==> src/rtl/bws_pkg.sv <==
package bws_pkg;
  typedef enum logic [2:0] {
    ST_IDLE    = 3'd0,
    ST_SAVE    = 3'd1,
    ST_SELECT  = 3'd2,
    ST_ACCESS  = 3'd3,
    ST_RESTORE = 3'd4,
    ST_FAST    = 3'd5,
    ST_FWAIT   = 3'd6
  } seq_state_t;
endpackage

==> src/rtl/bws_addr_split.sv <==
module bws_addr_split #(
  parameter int BANK_W = 3,
  parameter int IDX_W  = 3,
  localparam int AW    = BANK_W + IDX_W + 1
) (
  input  logic [AW-1:0]     flat_addr,
  output logic [BANK_W-1:0] bank,
  output logic [IDX_W-1:0]  word_idx
);
  // Bit 0 is a byte offset inside a 16-bit word and is dropped.
  assign word_idx = flat_addr[IDX_W:1];
  assign bank     = flat_addr[AW-1 -: BANK_W];
endmodule

==> src/rtl/bws_seq_fsm.sv <==
module bws_seq_fsm
  import bws_pkg::*;
#(
  parameter int DW     = 16,
  parameter int BANK_W = 3,
  parameter int IDX_W  = 3
) (
  input  logic              clk,
  input  logic              rst_n,
  input  logic              req_valid,
  input  logic              req_write,
  input  logic              req_fast,
  input  logic [DW-1:0]     req_wdata,
  input  logic [BANK_W-1:0] req_bank,
  input  logic [IDX_W-1:0]  req_idx,
  input  logic [DW-1:0]     win_rdata,
  output logic              req_ready,
  output seq_state_t        state,
  output logic [BANK_W-1:0] tgt_bank,
  output logic [BANK_W-1:0] saved_bank,
  output logic [IDX_W-1:0]  tgt_idx,
  output logic [DW-1:0]     tgt_wdata,
  output logic              tgt_write,
  output logic              done
);
  seq_state_t state_nx;
  logic       accept;

  assign req_ready = (state == ST_IDLE);
  assign accept    = req_valid && req_ready;
  assign done      = (state == ST_RESTORE) || (state == ST_FWAIT);

  always_comb begin
    state_nx = state;
    unique case (state)
      ST_IDLE:    if (accept) state_nx = req_fast ? ST_FAST : ST_SAVE;
      ST_SAVE:    state_nx = ST_SELECT;
      ST_SELECT:  state_nx = ST_ACCESS;
      ST_ACCESS:  state_nx = ST_RESTORE;
      ST_RESTORE: state_nx = ST_IDLE;
      ST_FAST:    state_nx = ST_FWAIT;
      ST_FWAIT:   state_nx = ST_IDLE;
      default:    state_nx = ST_IDLE;
    endcase
  end

  always_ff @(posedge clk or negedge rst_n) begin
    if (!rst_n) begin
      state      <= ST_IDLE;
      tgt_bank   <= '0;
      tgt_idx    <= '0;
      tgt_wdata  <= '0;
      tgt_write  <= 1'b0;
      saved_bank <= '0;
    end else begin
      state <= state_nx;
      if (accept) begin
        tgt_bank  <= req_bank;
        tgt_idx   <= req_idx;
        tgt_wdata <= req_wdata;
        tgt_write <= req_write;
      end
      // The selector read issued in ST_SAVE returns during ST_SELECT.
      if (state == ST_SELECT) saved_bank <= win_rdata[BANK_W-1:0];
    end
  end
endmodule

==> src/rtl/bws_win_drive.sv <==
module bws_win_drive
  import bws_pkg::*;
#(
  parameter int DW       = 16,
  parameter int BANK_W   = 3,
  parameter int IDX_W    = 3,
  parameter int SEL_WORD = 7
) (
  input  seq_state_t        state,
  input  logic [BANK_W-1:0] tgt_bank,
  input  logic [BANK_W-1:0] saved_bank,
  input  logic [IDX_W-1:0]  tgt_idx,
  input  logic [DW-1:0]     tgt_wdata,
  input  logic              tgt_write,
  output logic [IDX_W-1:0]  win_addr,
  output logic [DW-1:0]     win_wdata,
  output logic              win_we,
  output logic              win_re
);
  localparam logic [IDX_W-1:0] SEL_IDX = IDX_W'(SEL_WORD);
  localparam int               PAD_W   = DW - BANK_W;

  always_comb begin
    win_addr  = '0;
    win_wdata = '0;
    win_we    = 1'b0;
    win_re    = 1'b0;
    unique case (state)
      ST_SAVE: begin
        win_addr = SEL_IDX;
        win_re   = 1'b1;
      end
      ST_SELECT: begin
        win_addr  = SEL_IDX;
        win_wdata = {{PAD_W{1'b0}}, tgt_bank};
        win_we    = 1'b1;
      end
      ST_ACCESS, ST_FAST: begin
        win_addr  = tgt_idx;
        win_wdata = tgt_wdata;
        win_we    = tgt_write;
        win_re    = !tgt_write;
      end
      ST_RESTORE: begin
        win_addr  = SEL_IDX;
        win_wdata = {{PAD_W{1'b0}}, saved_bank};
        win_we    = 1'b1;
      end
      default: ;
    endcase
  end
endmodule

==> src/rtl/bws_rsp_stage.sv <==
module bws_rsp_stage #(
  parameter int DW = 16
) (
  input  logic          clk,
  input  logic          rst_n,
  input  logic          done,
  input  logic          was_write,
  input  logic [DW-1:0] win_rdata,
  output logic          rsp_valid,
  output logic [DW-1:0] rsp_rdata
);
  always_ff @(posedge clk or negedge rst_n) begin
    if (!rst_n) begin
      rsp_valid <= 1'b0;
      rsp_rdata <= '0;
    end else begin
      rsp_valid <= done;
      if (done && !was_write) rsp_rdata <= win_rdata;
    end
  end
endmodule

==> src/rtl/banked_window_seq.sv <==
module banked_window_seq
  import bws_pkg::*;
#(
  parameter int DW       = 16,
  parameter int BANK_W   = 3,
  parameter int IDX_W    = 3,
  parameter int SEL_WORD = 7,
  localparam int AW      = BANK_W + IDX_W + 1
) (
  input  logic             clk,
  input  logic             rst_n,
  input  logic             req_valid,
  output logic             req_ready,
  input  logic [AW-1:0]    req_addr,
  input  logic             req_write,
  input  logic             req_fast,
  input  logic [DW-1:0]    req_wdata,
  output logic             rsp_valid,
  output logic [DW-1:0]    rsp_rdata,
  output logic [IDX_W-1:0] win_addr,
  output logic [DW-1:0]    win_wdata,
  output logic             win_we,
  output logic             win_re,
  input  logic [DW-1:0]    win_rdata
);
  logic [BANK_W-1:0] req_bank, tgt_bank, saved_bank;
  logic [IDX_W-1:0]  req_idx, tgt_idx;
  logic [DW-1:0]     tgt_wdata;
  logic              tgt_write, done;
  seq_state_t        state;

  bws_addr_split #(.BANK_W(BANK_W), .IDX_W(IDX_W)) u_split (
    .flat_addr (req_addr),
    .bank      (req_bank),
    .word_idx  (req_idx)
  );

  bws_seq_fsm #(.DW(DW), .BANK_W(BANK_W), .IDX_W(IDX_W)) u_fsm (
    .clk        (clk),
    .rst_n      (rst_n),
    .req_valid  (req_valid),
    .req_write  (req_write),
    .req_fast   (req_fast),
    .req_wdata  (req_wdata),
    .req_bank   (req_bank),
    .req_idx    (req_idx),
    .win_rdata  (win_rdata),
    .req_ready  (req_ready),
    .state      (state),
    .tgt_bank   (tgt_bank),
    .saved_bank (saved_bank),
    .tgt_idx    (tgt_idx),
    .tgt_wdata  (tgt_wdata),
    .tgt_write  (tgt_write),
    .done       (done)
  );

  bws_win_drive #(.DW(DW), .BANK_W(BANK_W), .IDX_W(IDX_W), .SEL_WORD(SEL_WORD)) u_drive (
    .state      (state),
    .tgt_bank   (tgt_bank),
    .saved_bank (saved_bank),
    .tgt_idx    (tgt_idx),
    .tgt_wdata  (tgt_wdata),
    .tgt_write  (tgt_write),
    .win_addr   (win_addr),
    .win_wdata  (win_wdata),
    .win_we     (win_we),
    .win_re     (win_re)
  );

  bws_rsp_stage #(.DW(DW)) u_rsp (
    .clk       (clk),
    .rst_n     (rst_n),
    .done      (done),
    .was_write (tgt_write),
    .win_rdata (win_rdata),
    .rsp_valid (rsp_valid),
    .rsp_rdata (rsp_rdata)
  );
endmodule

==> config.mk <==
export PLATFORM = sky130hd
export DESIGN_NAME = banked_window_seq
export DESIGN_NICKNAME = d
export VERILOG_FILES = /design/src/rtl/bws_pkg.sv /design/src/rtl/bws_addr_split.sv /design/src/rtl/bws_seq_fsm.sv /design/src/rtl/bws_win_drive.sv /design/src/rtl/bws_rsp_stage.sv /design/src/rtl/banked_window_seq.sv
export SDC_FILE = /design/constraint.sdc
export NUM_CORES = 1
export LEC_CHECK = 0
export BUFFER_PORTS_ARGS = -buffer_cell sky130_fd_sc_hd__buf_4
export CAP_MARGIN = 10
export CORE_MARGIN = 1
export CORE_UTILIZATION = 45
export DETAILED_ROUTE_END_ITERATION = 12
export PLACE_DENSITY = 0.75
export SYNTH_ARGS = -nofsm -noshare
export SYNTH_HDL_FRONTEND = slang
export SYNTH_SLANG_ARGS = --single-unit
==> constraint.sdc <==
create_clock -name clk -period 2.92 [get_ports clk]
set_input_delay 0.438 -clock clk [delete_from_list [all_inputs] [get_ports clk]]
set_output_delay 0.438 -clock clk [all_outputs]
set_load 0.05 [all_outputs]
# Yosys cells after proc, flatten, opt, wreduce, memory -nomap -nowiden
# Cells that the tools add are included.
[totals]
ff_bits = 46
inputBits = 44
out_inout_bits = 39
wordCells = 30
[op_classes]
n_eq_ne = 7
muxes = 7
n_reduce_logical = 8
[op_table]
columns = ["operator", "count"]
rows = [
  ["16-bit one-hot mux with 3 select lines", 1],
  ["3-bit one-hot mux with 5 select lines", 1],
  ["3-bit == test (second input constant)", 3],
  ["3-bit by 2-bit == test with 1-bit output (second input constant)", 2],
  ["3-bit two-way mux", 2],
  ["3-bit one-hot mux with 2 select lines", 1],
  ["1-bit one-hot mux with 2 select lines", 2],
  ["2-bit OR reduction", 2],
  ["3-bit by 1-bit == test with 1-bit output (second input constant)", 1],
  ["3-bit zero test", 1],
  ["3-bit OR reduction", 1],
  ["1-bit logical AND", 2],
  ["2-bit != test (second input constant)", 1],
  ["1-bit zero test", 1],
  ["1-bit logical OR", 1],
]

# Longest topological paths before layout
# Gate-level depths: netlist of the first run.
[logic_depth]
ltp_word = 4
depth_mapped = 7
depth_no_buf = 4

# Modules after synthesis
# Synthesis of the first run repeated with hierarchy kept, for this count alone.
[unflattened]
cells_unflattened = 158
hier_area_um2 = 2190.9
[by_module_without_submodules]
columns = ["module", "n_inst", "cells_each", "area_each_um2", "seq_area_each_um2"]
rows = [
  ["bws_seq_fsm", 1, 70, 1149.9, 725.7],
  ["bws_rsp_stage", 1, 36, 688.2, 425.4],
  ["bws_win_drive", 1, 46, 307.8, 0.0],
  ["bws_addr_split", 1, 6, 45.0, 0.0],
]

# Worst setup path after synthesis of the first run
# Ideal clock, no wire load.
[synth_path]
path_type = "reg-to-output"
start = "reg u_fsm.state[0]"
end = "out win_wdata[0]"
arrival_time_ps = 1677
required_time_ps = 2482
slack_ps = 805
path_stages_with_launch = 5
n_path_buf = 2
cell_sequence = "dfrtp_1 buf_6 clkbuf_1 mux2i_1 o22ai_1"
[synth_between]
elab_chain_cells = 3
elab_cells_between_ends = 6
classes_between = "eq/ne (4); mux (1); reduce/logical (1)"
[synth_lines]
columns = ["element", "line_no", "rtl"]
rows = [
  ["start, declared", "bws_seq_fsm.sv:18", "output seq_state_t state,"],
  ["start signal, assigned", "bws_seq_fsm.sv:56", "state <= state_nx;"],
  ["3-bit by 2-bit == test with 1-bit output / 3-bit == test (equally long branches)", "bws_win_drive.sv:28", "unique case (state)"],
  ["2-bit OR reduction", "bws_win_drive.sv:28", ""],
  ["16-bit one-hot mux with 3 select lines (*)", "bws_win_drive.sv:28", ""],
  ["end, declared", "banked_window_seq.sv:21", "output logic [DW-1:0] win_wdata,"],
]
# Every way passes the cells marked *; elsewhere a longest branch is shown, timed or not.

# Worst setup path in the final report of the first run
[layout_path]
start = "reg u_fsm.state[1]"
end = "out win_wdata[9]"
# The elaborated chain is that of the path after synthesis.

==> results of run 1 <==
==> cells in the mapped netlist <==
master    number
nand2_1        3
or3_4          1
buf_12         1
nand3_1        4
o21ai_0        6
dfrtp_1       46
inv_1          3
a21oi_1        6
a21boi_1       1
a21o_1         3
nand2b_1       3
buf_4          1
a22oi_1        1
buf_8          1
nor2_1         3
buf_6          2
mux2_4        10
mux2_1         7
clkbuf_1       3
nor2b_1        3
mux2_2        22
and2_1        14
buf_2          2
clkinv_2       1
mux2i_1        6
o22ai_1        3
o21a_1         2
==> worst register-to-register path: cells and delay by family (launching register included) <==
kind / cells / cell delay (ns)
simple gates: 2 / 0.57
flops: 1 / 0.49
buf+inv: 2 / 0.40
mux: 1 / 0.40
==> flip-flops by register name, indices dropped and copies added, names as in the netlist <==
register,count
u_fsm.tgt_bank,3
u_fsm.state,3
u_fsm.saved_bank,3
u_fsm.tgt_idx,3
u_rsp.rsp_valid,1
u_rsp.rsp_rdata,16
u_fsm.tgt_wdata,16
u_fsm.tgt_write,1
==> final cells by class <==
cell class | count | area (µm²)
fill | 365 | 1590
sequential | 46 | 1150
multi-input combinational | 98 | 847
timing repair buffer | 85 | 638
clock buffer | 7 | 76.3
tap | 52 | 65.1
clock inverter | 1 | 30.0
inverter | 4 | 16.3
==> cells by family (layout without fill, tap and decap cells) <==
group           count (synthesis)  after routing
simple gates                   31             31
buf+inv                        14             97
flops                          46             46
mux                            45             45
compound gates                 22             22
==> per-layer routing <==
| metal | wire, µm | share of wire [%] | vias to the layer above |
|---|---|---|---|
| li1 | - | - | 708 |
| met1 | 1710 | 41 | 706 |
| met2 | 2040 | 49 | 54 |
| met3 | 331 | 8.0 | 6 |
| met4 | 59 | 1.4 | 0 |
| met5 | 0 | 0 | - |
==> how the worst max path moves through the flow <==
| stage | to | slack (ns) | depth (start not counted) |
|---|---|---|---|
| floorplan | win_wdata[0] | 0.81 | 4 |
| global placement | win_wdata[3] | 0.98 | 5 |
| detailed placement | u_fsm.tgt_wdata[9] | 0.97 | 5 |
| CTS | win_wdata[3] | 0.64 | 5 |
| global route | win_wdata[14] | 0.51 | 5 |
| finish | win_wdata[9] | 0.66 | 5 |
==> per-stage QoR <==
stage / utilization, % / worst slack, ns
floorplan: - / 0.805
global placement: 61.6 / 0.981
detailed placement: 61.6 / 0.965
CTS: 64.0 / 0.640
global route: 64.0 / 0.512
finish: 64.0 / 0.660
==> placed cells by master (no fill, tap or decap) <==
| cell type | instances |
|---|---|
| a21o_1 | 3 |
| o21a_1 | 2 |
| buf_4 | 85 |
| nor2_1 | 3 |
| mux2_4 | 10 |
| clkbuf_1 | 2 |
| mux2i_1 | 6 |
| mux2_1 | 7 |
| a22oi_1 | 1 |
| or3_4 | 1 |
| o21ai_0 | 6 |
| clkbuf_8 | 5 |
| a21boi_1 | 1 |
| and2_1 | 14 |
| dfrtp_1 | 46 |
| nand2_1 | 3 |
| o22ai_1 | 3 |
| bufinv_16 | 1 |
| nand3_1 | 4 |
| a21oi_1 | 6 |
| nand2b_1 | 3 |
| clkinv_2 | 1 |
| inv_1 | 3 |
| mux2_2 | 22 |
| nor2b_1 | 3 |
==> impl_metrics.ini, run 1 <==
[setup_path]
path_class = reg2out
cp_max_fo = 14
reg2reg_from = u_fsm.state[2]
startpoint_type = flop
reg2reg_to = u_fsm.tgt_wdata[9]
crit_start = u_fsm.state[1]
path_cells = nand2b_1 > a21boi_1 > buf_4 > and2_1 > buf_4
reg2reg_slack_ns = 0.95
r2r_cells = 5
critPathTopFamily = flip-flops
arrival_ns = 1.82
crit_path_end_kind = output port
crit_buf_inv = 2
critical_path_required_ns = 2.48
cp_slowest_cell = dfrtp_1
cpMostUsedCell = buf_4
cp_slowest_stage_delay_ns = 0.58

[sta]
finalSetupTns_ns = 0
fmax_mhz = 442
worst_slew_pin_slew_ns = 0.566
skew_ns = 0.00168
hold_viol = 0
setup_viol = 0
min_period_over_period_pct = 77.4
drv_slew = 0
rsz0062_at_grt = no
post-route-min-period_ns = 2.26
holdWs_ns = 0.128
slew-limit-headroom_pct = 62.3

[cts]
cts.path.max_buffers = 2
cts_made_buffers = 5
path_clk_slew_ns = 0.08
insertion_delay_ns = 0.29
clock_tree.htree_level_count = 2
cts_repair_resize_count = 0
cts_hold_buf = 0
post-cts-setup-buffers = 0
clockRootBuffer = clkbuf_8
tritoncts = yes
cts_sinks = 46

[global_route]
use_met2_pct = 30.2
grt-ovfl-total = 0
grt_pass1_vias = 1556
gr-usage-met3_pct = 6.64
grt_max_degree = 47
groute.usage.overall_pct = 18.3
grt-busiest-layer = met2
grt_pass1_wl_mm = 6.93
antenna_found_initial = 0
gr-usage-met1_pct = 21.6

[place]
dpl_cell_area_um2 = 2720
hpwl_mm = 3.04
place_congestion = 0.847
io_buffers = 81
dp.cells = 285

[yosys]
synthAdderAreaFrac_pct = 0
synth_mux_area_share_pct = 25.6
yosysUniqueCellTypes = 27
syn_avg_cell_area_um2 = 13.3
netlist_area_um2 = 2100
synth_top_area_share_pct = 54.8
syn_nets = 202
yosysSeqAreaShare_pct = 54.8
synth_compound_area_share_pct = 6.25
ys_warn_count = 0
synthXorXnorAreaFrac_pct = 0
synth_top_family_by_area = multiplexers
synthSimpleGateAreaFrac_pct = 8.52
synth.area.top_cells = dfrtp_1, mux2_2, mux2_4
yosysTopAreaCell = dfrtp_1
netlist_instances = 158
ys_ff_latch = 46

[floorplanning]
die_height_um = 70.3
die_area_um2 = 4950
start_util_pct = 47.6
coreArea_um2 = 4410
die_w_um = 70.3
ioPinCount = 83
num_rows = 24

[flow_run]
cap_violations = 0

[layout]
nNetsFinal = 284
layout-drive-gt1-share_pct = 51.9
num_antenna_cells = 0
finalInstanceArea_um2 = 2820
fin_cells = 293
syn_to_final_growth_pct = 34.4

[drt]
drt_iter0_markers = 82
drc_errors = 0
routedWlPerCell_um = 14.2
vias = 1474
ant_nets = 0
viasPerCell = 5.03
drt_first_pass_iters = 4
drt-total-wl_mm = 4.15

[run_status]
status = completed

[hold_path]
hold_path_class = in2async
Power of run 1 is left out: the tool's default activity adds up to more than one toggle a clock period on the data nets, which glitch-free logic cannot reach.
==> run 2: changes to the inputs <==
clock period = 2.1 ns   (was 2.92 ns; I/O delays follow)
==> impl_metrics.ini, run 2 (synthesis results as in run 1) <==
[run_status]
status = completed

[setup_path]
crit_path_end_kind = output port
cp_slowest_cell = dfrtp_2
endpoint = win_wdata[3]
crit_start = u_fsm.state[1]
critical_path_required_ns = 1.78
path_class = reg2out
reg2reg_to = u_fsm.tgt_wdata[10]
arrival_ns = 1.66
cpMostUsedCell = buf_4
cp_slowest_stage_delay_ns = 0.47
startpoint_type = flop
reg2reg_slack_ns = 0.17
cp_max_fo = 13
r2r_cells = 6
reg2reg_from = u_fsm.state[2]
path_cells = nand2b_2 > a21boi_1 > buf_4 > and2_1 > buf_4

[global_route]
grt_pass1_wl_mm = 6.74
gr-usage-met3_pct = 5.34
grt_pass1_vias = 1558
grt-busiest-layer = met2
grt-ovfl-total = 0
antenna_found_initial = 0
gr-usage-met1_pct = 20.0
grt_max_degree = 47
groute.usage.overall_pct = 17.4
use_met2_pct = 30.4

[cts]
clock_tree.htree_level_count = 2
cts_sinks = 46
insertion_delay_ns = 0.28
clockRootBuffer = clkbuf_8
cts_made_buffers = 5
tritoncts = yes
path_clk_slew_ns = 0.07
cts.path.max_buffers = 2

[floorplanning]
die_area_um2 = 4950
start_util_pct = 47.6
num_rows = 24
coreArea_um2 = 4410
die_w_um = 70.3
die_height_um = 70.3
ioPinCount = 83

[drt]
routedWlPerCell_um = 13.8
drt_first_pass_iters = 3
drt-total-wl_mm = 4.04
viasPerCell = 5.05
drt_iter0_markers = 64
ant_nets = 0
drc_errors = 0
vias = 1484

[pwr]
power_leakage_nw = 1.38
p_per_area_nw_per_um2 = 1890
vdd_drop_max_v = 0.00102

[layout]
layout_commonest_cell = buf_4
layout-drive-gt1-share_pct = 54.5
syn_to_final_growth_pct = 35.3
fin_util_pct = 64.4
nNetsFinal = 287
fill_cells = 373
top_regs = u_fsm.tgt_wdata x16, u_rsp.rsp_rdata x16
num_antenna_cells = 0
final_cell_mix = buf_4, dfrtp_1, mux2_2

[sta]
finalSetupTns_ns = 0
setup_viol = 0
skew_ns = 0.00349
rsz0062_at_grt = no
worst_slew_pin_slew_ns = 0.562
min_period_over_period_pct = 94.1
slew-limit-headroom_pct = 62.5
fmax_mhz = 506
post-route-min-period_ns = 1.98
hold_viol = 0
drv_slew = 0

[hold_path]
hold_path_class = in2async

[place]
io_buffers = 81
place_congestion = 0.817
hpwl_mm = 2.98

[flow_run]
cap_violations = 0
run 2: changes by cell type in the layout (fill, tap and decap cells not counted), sizes merged:
cell	delta
bufinv	-1
clkbuf	-1
buf	+3
run 2: power breakdown:
group	leakage, nW	internal (mW)	switching, mW
Clock	0.0431	0.254	0.256
Combinational	0.793	1.29	1.99
Sequential	0.542	1.35	0.255
Total	1.38	2.89	2.50
run 2: layer usage:
layer  part of all wire (%)  wire [µm]
met4                   0.74         30
met2                     50       2030
met1                     41       1660
met5                      0          0
met3                    8.0        323
run 2: layout make-up:
class                   count  area (µm²)  area share, %
multi-input cells          98         852           30.0
clock buffers               6        82.6           2.90
inverters                   4        16.3          0.572
well taps                  52        65.1           2.29
flip-flops and latches     46        1150           40.6
repair buffers             88         673           23.7
run 2: through the flow:
| step | cell area [µm²] | hold slack, ns | worst slack, ns | total power, mW | cells |
|---|---|---|---|---|---|
| 2_1_floorplan | 2100 | 0.0194 | 0.108 | 4.03 | 158 |
| 3_3_place_gp | 2740 | 0.356 | 0.256 | 4.81 | 286 |
| 3_5_place_dp | 2740 | 0.352 | 0.242 | 4.88 | 286 |
| 4_1_cts | 2820 | 0.0350 | 0.0407 | 5.41 | 292 |
| 5_1_grt | 2840 | 0.0743 | 0.0376 | 5.68 | 294 |
| 6_report | 2840 | 0.0148 | 0.125 | 5.38 | 294 |
run 2: timing repair:
action / in CTS / in global routing
hold buffers: 0 / 0
gates resized for setup: 1 / 3
setup endpoints to repair: 1 / 13
buffers inserted: 0 / 2
run 2: worst min-delay path by stage:
stage / end / depth (start not counted)
after global placement: u_rsp.rsp_rdata[13] / 1
after floorplan: u_fsm.saved_bank[0] / 0
final: u_rsp.rsp_rdata[9] / 1
after CTS: u_rsp.rsp_rdata[10] / 1
after global routing: u_fsm.tgt_wdata[13] / 1
after detailed placement: u_rsp.rsp_rdata[9] / 1
run 2: critical path, delay by kind of cell, from the launching register on:
family / cells / cell delay (ns)
flops: 1 / 0.47
simple gates: 2 / 0.39
buf+inv: 2 / 0.38
compound gates: 1 / 0.14
No activity file was read; power rests on OpenSTA's default activity.
